File: config.mk
export PLATFORM = sky130hd
export DESIGN_NAME = oddpow_prescaler
export DESIGN_NICKNAME = d
export VERILOG_FILES = /design/src/rtl/oddpow_pkg.sv /design/src/rtl/oddpow_ctrl.sv /design/src/rtl/oddpow_datapath.sv /design/src/rtl/oddpow_prescaler.sv
export SDC_FILE = /design/constraint.sdc
export NUM_CORES = 1
export LEC_CHECK = 0
export BUFFER_PORTS_ARGS = -buffer_cell sky130_fd_sc_hd__buf_2
export CAP_MARGIN = 40
export CORE_MARGIN = 2
export CORE_UTILIZATION = 30
export DETAILED_ROUTE_END_ITERATION = 12
export GPL_TIMING_DRIVEN = 0
export PLACE_DENSITY_LB_ADDON = 0.12
export SLEW_MARGIN = 25
export SYNTH_ARGS = -nofsm -noshare
export SYNTH_HDL_FRONTEND = slang
export SYNTH_SLANG_ARGS = --single-unit
File: constraint.sdc
create_clock -name clk -period 1.95 [get_ports clk]
set_input_delay 0.2925 -clock clk [delete_from_list [all_inputs] [get_ports clk]]
set_output_delay 0.2925 -clock clk [all_outputs]
set_load 0.05 [all_outputs]
File: src/rtl/oddpow_pkg.sv
package oddpow_pkg;
  // Strobes from the control part to the counting datapath
  typedef struct packed {
    logic clear;  // force both counters to zero
    logic run;    // counting permitted
  } cntStrobe_t;
endpackage

File: src/rtl/oddpow_ctrl.sv
module oddpow_ctrl
  import oddpow_pkg::*;
#(
  parameter int REG_W  = 8,
  parameter int BASE_W = 2,
  parameter int PRE_W  = 3,
  localparam int PRE_CNT_W  = (1 << PRE_W) - 1,
  localparam int BASE_CNT_W = BASE_W + 1
) (
  input  logic                  clk,
  input  logic                  rstN,
  input  logic                  wrEn,
  input  logic [REG_W-1:0]      wrData,
  output logic [REG_W-1:0]      rdData,
  output logic                  active,
  output cntStrobe_t            strobe,
  output logic [PRE_CNT_W-1:0]  preLimit,
  output logic [BASE_CNT_W-1:0] baseLimit
);
  localparam int RUN_BIT = REG_W - 1;

  logic [REG_W-1:0]     divReg;
  logic [BASE_W-1:0]    baseField;
  logic [PRE_W-1:0]     preField;
  logic [PRE_CNT_W:0]   preOneHot;

  always_ff @(posedge clk or negedge rstN) begin
    if (!rstN)     divReg <= '0;
    else if (wrEn) divReg <= wrData;
  end

  assign baseField = divReg[BASE_W-1:0];
  assign preField  = divReg[BASE_W+PRE_W-1:BASE_W];
  assign preOneHot = (PRE_CNT_W+1)'(1) << preField;

  always_comb begin
    preLimit     = preOneHot[PRE_CNT_W-1:0] - PRE_CNT_W'(1);
    baseLimit    = {baseField, 1'b0};
    strobe.run   = divReg[RUN_BIT];
    strobe.clear = wrEn | ~divReg[RUN_BIT];
  end

  assign rdData = divReg;
  assign active = divReg[RUN_BIT];

  // readback holds the byte written one edge earlier
  p_readback_r2: assert property (@(posedge clk) disable iff (!rstN)
    wrEn |=> (rdData == $past(wrData)));
  // the active flag follows the run bit of the written byte
  p_active_bit_r4: assert property (@(posedge clk) disable iff (!rstN)
    wrEn |=> (active == $past(wrData[RUN_BIT])));
  // without a write the stored byte does not move
  p_hold_r2: assert property (@(posedge clk) disable iff (!rstN)
    !wrEn |=> $stable(rdData));
endmodule

File: src/rtl/oddpow_datapath.sv
module oddpow_datapath
  import oddpow_pkg::*;
#(
  parameter int BASE_W = 2,
  parameter int PRE_W  = 3,
  localparam int PRE_CNT_W  = (1 << PRE_W) - 1,
  localparam int BASE_CNT_W = BASE_W + 1
) (
  input  logic                  clk,
  input  logic                  rstN,
  input  cntStrobe_t            strobe,
  input  logic [PRE_CNT_W-1:0]  preLimit,
  input  logic [BASE_CNT_W-1:0] baseLimit,
  output logic                  tick
);
  logic [PRE_CNT_W-1:0]  preCnt;
  logic [BASE_CNT_W-1:0] baseCnt;
  logic                  preWrap;

  assign preWrap = strobe.run && (preCnt == preLimit);
  assign tick    = preWrap && (baseCnt == baseLimit);

  always_ff @(posedge clk or negedge rstN) begin
    if (!rstN)              preCnt <= '0;
    else if (strobe.clear)  preCnt <= '0;
    else if (strobe.run)    preCnt <= preWrap ? '0 : preCnt + PRE_CNT_W'(1);
  end

  always_ff @(posedge clk or negedge rstN) begin
    if (!rstN)              baseCnt <= '0;
    else if (strobe.clear)  baseCnt <= '0;
    else if (preWrap)       baseCnt <= tick ? '0 : baseCnt + BASE_CNT_W'(1);
  end

  // no tick while the divider is stopped
  p_idle_quiet_r3: assert property (@(posedge clk) disable iff (!rstN)
    !strobe.run |-> !tick);
  // a clear leaves both counters at zero
  p_clear_zero_r10: assert property (@(posedge clk) disable iff (!rstN)
    strobe.clear |=> (preCnt == '0 && baseCnt == '0));
  // prescale counter never passes its limit
  p_pre_range_r6: assert property (@(posedge clk) disable iff (!rstN)
    strobe.run |-> (preCnt <= preLimit));
  // base counter never passes its limit
  p_base_range_r5: assert property (@(posedge clk) disable iff (!rstN)
    strobe.run |-> (baseCnt <= baseLimit));
  // ratios above one never give back-to-back ticks
  p_single_pulse_r7: assert property (@(posedge clk) disable iff (!rstN)
    (tick && !strobe.clear && (preLimit != '0 || baseLimit != '0)) |=> !tick);
endmodule

File: src/rtl/oddpow_prescaler.sv
module oddpow_prescaler
  import oddpow_pkg::*;
#(
  parameter int REG_W  = 8,
  parameter int BASE_W = 2,
  parameter int PRE_W  = 3
) (
  input  logic             clk,
  input  logic             rstN,
  input  logic             cfgWrEn,
  input  logic [REG_W-1:0] cfgWrData,
  output logic [REG_W-1:0] cfgRdData,
  output logic             tickEn,
  output logic             divActive
);
  localparam int PRE_CNT_W  = (1 << PRE_W) - 1;
  localparam int BASE_CNT_W = BASE_W + 1;

  cntStrobe_t            strobe;
  logic [PRE_CNT_W-1:0]  preLimit;
  logic [BASE_CNT_W-1:0] baseLimit;

  oddpow_ctrl #(.REG_W(REG_W), .BASE_W(BASE_W), .PRE_W(PRE_W)) u_ctrl (
    .clk(clk), .rstN(rstN), .wrEn(cfgWrEn), .wrData(cfgWrData),
    .rdData(cfgRdData), .active(divActive), .strobe(strobe),
    .preLimit(preLimit), .baseLimit(baseLimit));

  oddpow_datapath #(.BASE_W(BASE_W), .PRE_W(PRE_W)) u_dp (
    .clk(clk), .rstN(rstN), .strobe(strobe),
    .preLimit(preLimit), .baseLimit(baseLimit), .tick(tickEn));

  // with divide-by-one selected and no write pending, tick is constant high
  p_ratio_one_r8: assert property (@(posedge clk) disable iff (!rstN)
    (cfgRdData[REG_W-1] && cfgRdData[BASE_W+PRE_W-1:0] == '0 && !cfgWrEn) |-> tickEn);
endmodule

==> impl_metrics.ini, run 1 <==
[floorplanning]
dieArea_um2 = 3780
ioPinCount = 21
fp-row-count = 20
coreArea_um2 = 3100
start_util_pct = 32.0
die_w_um = 61.5
die_y_um = 61.5

[route]
vias = 800
m1WireLength_um = 941
first_pass_iters = 4
wirelength_um = 2060
drcViolationCount = 0
drt-initial-drc-count = 7
route.antenna.remaining_nets = 0
wire_per_inst_um = 12.3
met3_length_um = 96
wl_met2_um = 1010
highest_layer = met4
via_per_inst = 4.76

[hold_path]
whs_path_depth = 3
hp-start = cfgWrData[3]
hold_path.class = in -> reg
holdPathEnd = u_ctrl.rdData[3]$_DFFE_PN0P_

[cells_and_area]
diodes = 0
finish.utilization_pct = 40.4
drive_gt1_share_pct = 38.7
syn2layout_area_growth_pct = 26.4
final_nets = 138

[critical_path]
worstSetupStartpointType = register
endpoint_kind = output pin
r2r-start = u_ctrl.rdData[4]$_DFFE_PN0P_
required_ns = 1.66
ff2ff_path_depth = 6
ff2ff_setup_slack_ns = 0.17
max_stage_delay_ns = 0.43
path_delay_family = simple AND/OR/NAND/NOR gates
crit_buf_inv = 1
criticalPathCategory = reg -> out
worstPathArrival_ns = 1.84
reg2reg_to = u_dp.baseCnt[0]$_DFFE_PN0P_
slowest_stage = dfrtp_2
crit_chain = xor2_1 > or4_4 > a22oi_2 > and3_4 > buf_8
path_max_fanout = 3

[synth]
yosysMostFrequentCell = dfrtp_1
synth-seq-cells = 18
synth_area_leaders = dfrtp_1, mux2_2, xnor2_1
synth_common_cells = dfrtp_1, nand2_1, nor3_1
synth_area_um2 = 992
yosysTopAreaCell = dfrtp_1
syn-num-nets = 107
synth_cell_types = 34
ys.flop_type = dfrtp_1
synth-edff-count = 0
synthesis.instances = 94
synthArstFlopShare_pct = 100
ys_warn_count = 0
synth_area_per_cell_um2 = 10.6
synth_top_area_share_pct = 45.4
yosysSeqAreaShare_pct = 45.4

[cts]
h-tree-depth = 1
cts.sink_count = 18
clock_latency_ns = 0.29
root_buffer = clkbuf_4
cts_buffers = 3
cts.clk_slew.worst_paths_ns = 0.11
tritoncts = done
cts.path.max_buffers = 2

[placed_design]
place.gp.congestion = 0.809
detailedPlace.worstSlack_ns = 0.0276
port_buffers = 20
dp_hpwl_um = 1520

[pwr]
power.total_mw = 0.852
power_leakage_nw = 0.562
powerDensity_nw_per_um2 = 680
ir_worst_vdd_v = 0.000392

[run_status]
outcome = complete, but fails checks
violations = setup timing

[sta]
fmax_ghz = 0.470
finalCritPeriodShare_pct = 109
setup_ws_ns = -0.179
final-setup-viol-count = 1
hold_viol = 0
rsz0062_at_grt = true
slew_headroom_pct = 69.1
fin_crit_ns = 2.13
worst_clock_skew_ns = 0.0109
finalMaxSlewViolations = 0
tightest_slew_ns = 0.464

[grt]
overflow = 0
grt_max_degree = 19
grt_antenna_before_repair = 0
grt_pass1_wl_um = 3480
grt_use_total_pct = 12.9
first_global_vias = 768

[flow_run]
maxCapViolations = 0
routing by layer:
layer | track usage [%] | up-vias
met1 | 15.5 | 383
met2 | 21.7 | 21
met4 | 6.08 | 0
li1 | - | 394
met5 | 0 | -
met3 | 2.94 | 2
repair_timing:
item                                    in CTS  in global routing
resized for setup                            4                  2
buffers inserted                             5                  0
hold endpoints to repair                    18                  0
endpoints found under the setup margin       1                  1
hold buffers                                 1                  0
pin swaps                                    2                  1
cell type report:
| cell class | instances | area (um2) |
|---|---|---|
| buffer | 5 | 41.3 |
| sequential | 18 | 454 |
| clock buffer | 4 | 36.3 |
| timing repair buffer | 26 | 158 |
| tap | 44 | 55.1 |
| fill | 320 | 1850 |
| multi-input combinational | 67 | 494 |
| inverter | 4 | 15.0 |
cell usage in the layout (no fill, tap or decap), types with 2 or more instances in the layout:
master,instances
a221oi_1,2
a31oi_1,2
and3_1,2
buf_2,19
buf_4,7
buf_6,2
clkbuf_4,3
dfrtp_1,15
dfrtp_2,3
ha_1,2
inv_1,4
mux2_2,6
mux2i_1,2
nand2_1,7
nand2b_1,2
nand3_1,3
nor2_1,2
nor3_1,7
o21ai_0,4
or3_1,2
xnor2_1,5
xor2_1,4
registers in the layout, summed over array words and instances, names as in the netlist:
| signal | flops |
|---|---|
| u_ctrl.rdData | 8 |
| u_dp.baseCnt | 3 |
| u_dp.preCnt | 7 |
how the worst max path moves through the flow:
stage                                       from     end  cells past startpoint
finish              u_ctrl.rdData[4]$_DFFE_PN0P_  tickEn                      5
global route        u_ctrl.rdData[4]$_DFFE_PN0P_  tickEn                      5
CTS                 u_ctrl.rdData[4]$_DFFE_PN0P_  tickEn                      5
detailed placement  u_ctrl.rdData[2]$_DFFE_PN0P_  tickEn                      4
global placement      u_dp.preCnt[0]$_DFFE_PN0P_  tickEn                      5
floorplan           u_ctrl.rdData[4]$_DFFE_PN0P_  tickEn                      4
power by group:
group,switching [mW],total (mW),internal (mW)
Sequential,0.0154,0.408,0.393
Combinational,0.134,0.210,0.0764
Clock,0.120,0.234,0.114
Total,0.269,0.852,0.583
cells by family (layout without fill, tap and decap cells):
kind of cell | count (synthesis) | in the layout | synth area share [%]
flops | 18 | 18 | 45.4
xor+xnor | 9 | 9 | 7.94
compound gates | 15 | 15 | 10.6
simple gates | 33 | 33 | 19.0
buf+inv | 9 | 39 | 5.67
fa+ha+maj | 2 | 2 | 2.52
mux | 8 | 8 | 8.83
per-stage QoR:
stage / instances / hold slack, ns / cell area, um2 / setup TNS, ns
after floorplan: 94 / -0.00309 / 996 / 0
after global placement: 158 / 0.256 / 1150 / 0
after detailed placement: 158 / 0.263 / 1150 / 0
after CTS: 168 / 0.182 / 1250 / -0.203
after global routing: 168 / 0.172 / 1250 / -0.273
final: 168 / 0.190 / 1250 / -0.179
tightest hold or removal path, delay by kind of cell:
kind            cells  cell delay, ns
buf+inv             1            0.07
compound gates      1            0.05
simple gates        1            0.04
Note: power is estimated with default switching activity, not from simulation.
==> run 2: changes to the inputs <==
==> constraint.sdc (replaced) <==
create_clock -name clk -period 1.95 [get_ports clk]
set_input_delay 0.0975 -clock clk [delete_from_list [all_inputs] [get_ports clk]]
set_output_delay 0.0975 -clock clk [all_outputs]
set_load 0.05 [all_outputs]
==> impl_metrics.ini, run 2 (same netlist as run 1, synthesis figures left out) <==
[route]
via_per_inst = 4.96
wirelength_um = 2040
wire_per_inst_um = 12.4
first_pass_iters = 4
drt-initial-drc-count = 12
drcViolationCount = 0
route.antenna.remaining_nets = 0
vias = 813

[cts]
cts.sink_count = 18
cts_buffers = 3
cts.path.max_buffers = 2
tritoncts = done
cts.clk_slew.worst_paths_ns = 0.10
root_buffer = clkbuf_4
clock_latency_ns = 0.29
h-tree-depth = 1

[placed_design]
dp_hpwl_um = 1510
place.gp.congestion = 0.825
placed_area_um2 = 1150
port_buffers = 20
dp_cells = 158

[critical_path]
endpoint_kind = output pin
crit_end = tickEn
slowest_stage = or4_4
crit_chain = or4_4 > a22oi_2 > and3_4 > buf_8
ff2ff_setup_slack_ns = 0.16
worstSetupStartpointType = register
worstPathArrival_ns = 1.84
startpoint = u_ctrl.rdData[3]$_DFFE_PN0P_
required_ns = 1.85
reg2reg_to = u_dp.baseCnt[1]$_DFFE_PN0P_
criticalPathCategory = reg -> out
ff2ff_path_depth = 5
max_stage_delay_ns = 0.54
r2r-start = u_ctrl.rdData[3]$_DFFE_PN0P_
path_max_fanout = 9

[cells_and_area]
largest_register_ffs = 8
drive_gt1_share_pct = 35.8
design_area_um2 = 1220
syn2layout_area_growth_pct = 23.0
instances_no_fill = 164
diodes = 0
final_common_cell = buf_2
finish.utilization_pct = 39.3
final_nets = 135
final_cell_mix = buf_2, dfrtp_1, nor3_1, nand2_1, mux2_2

[grt]
first_global_vias = 745
grt_use_total_pct = 12.0
grt_pass1_wl_um = 3370
grt_antenna_before_repair = 0
grt_max_degree = 19
overflow = 0

[sta]
finalCritPeriodShare_pct = 99.3
fmax_ghz = 0.517
holdWs_ns = 0.00646
worst_clock_skew_ns = 0.00352
tightest_slew_ns = 0.450
final-setup-viol-count = 0
slew_headroom_pct = 70.0
hold_viol = 0
fin_crit_ns = 1.94
finalMaxSlewViolations = 0
rsz0062_at_grt = true

[pwr]
ir_worst_vdd_v = 0.000343
power.total_mw = 0.792
powerDensity_nw_per_um2 = 649
power_leakage_nw = 0.539

[hold_path]
hold_path.class = in -> reg
whs_path_depth = 3

[floorplanning]
die_w_um = 61.5
coreArea_um2 = 3100
fp-row-count = 20
start_util_pct = 32.0
dieArea_um2 = 3780
ioPinCount = 21
die_y_um = 61.5

[flow_run]
maxCapViolations = 0

[run_status]
outcome = complete, no violations
run 2: changes by cell type in the layout (fill, tap and decap cells not counted):
cell / before / now
o21ai_1: 1 / 0
o21ai_0: 4 / 5
buf_4: 7 / 3
clkbuf_8: 1 / 0
dlygate4sd3_1: 1 / 2
run 2: worst min path at each step:
stage                      start                           end  slack [ns]
floorplan                   rstN  u_ctrl.rdData[0]$_DFFE_PN0P_       -0.20
CTS                 cfgWrData[7]  u_ctrl.rdData[7]$_DFFE_PN0P_       0.002
detailed placement          rstN    u_dp.preCnt[4]$_DFFE_PN0P_        0.06
global route        cfgWrData[7]  u_ctrl.rdData[7]$_DFFE_PN0P_        0.01
global placement            rstN    u_dp.preCnt[3]$_DFFE_PN0P_        0.06
finish              cfgWrData[7]  u_ctrl.rdData[7]$_DFFE_PN0P_       0.006
run 2: cell type report:
type / instances / area (um2)
Fill cell: 338 / 1880
Inverter: 4 / 15.0
Sequential cell: 18 / 454
Tap cell: 44 / 55.1
Multi-Input combinational cell: 67 / 494
Buffer: 5 / 41.3
Timing Repair Buffer: 23 / 138
Clock buffer: 3 / 22.5
run 2: metrics by stage:
stage,setup slack [ns],TNS [ns]
global route,-0.0832,-0.0832
floorplan,0.00833,0
finish,0.0141,0
CTS,-0.0220,-0.0220
global placement,0.162,0
detailed placement,0.148,0
run 2: critical path, delay by kind of cell (launching register included):
family | cells | cell delay, ns
AOI/OAI and AO/OA | 1 | 0.18
DFF | 1 | 0.48
buffers and inverters | 1 | 0.14
and+or+nand+nor | 2 | 0.75
run 2: repair_timing:
action                                  in CTS  in global routing
endpoints found under the hold margin       18                  1
hold buffers                                 1                  1
endpoints found under the setup margin       1                  1
gates cloned                                 0                  0
buffers inserted                             0                  1
gates resized for setup                      4                  4
pin swaps                                    1                  0
run 2: power by group:
| part | internal, mW | switching (mW) | leakage (nW) | total (mW) |
|---|---|---|---|---|
| Clock | 0.0717 | 0.113 | 0.0138 | 0.185 |
| Combinational | 0.0678 | 0.125 | 0.295 | 0.193 |
| Sequential | 0.393 | 0.0214 | 0.230 | 0.414 |
run 2: layer usage:
layer / up-vias / wire (um) / track usage, %
met2: 24 / 932 / 17.9
met5: - / 0 / 0
met3: 2 / 116 / 2.52
li1: 384 / - / -
met1: 403 / 981 / 16.8
met4: 0 / 9 / 5.17
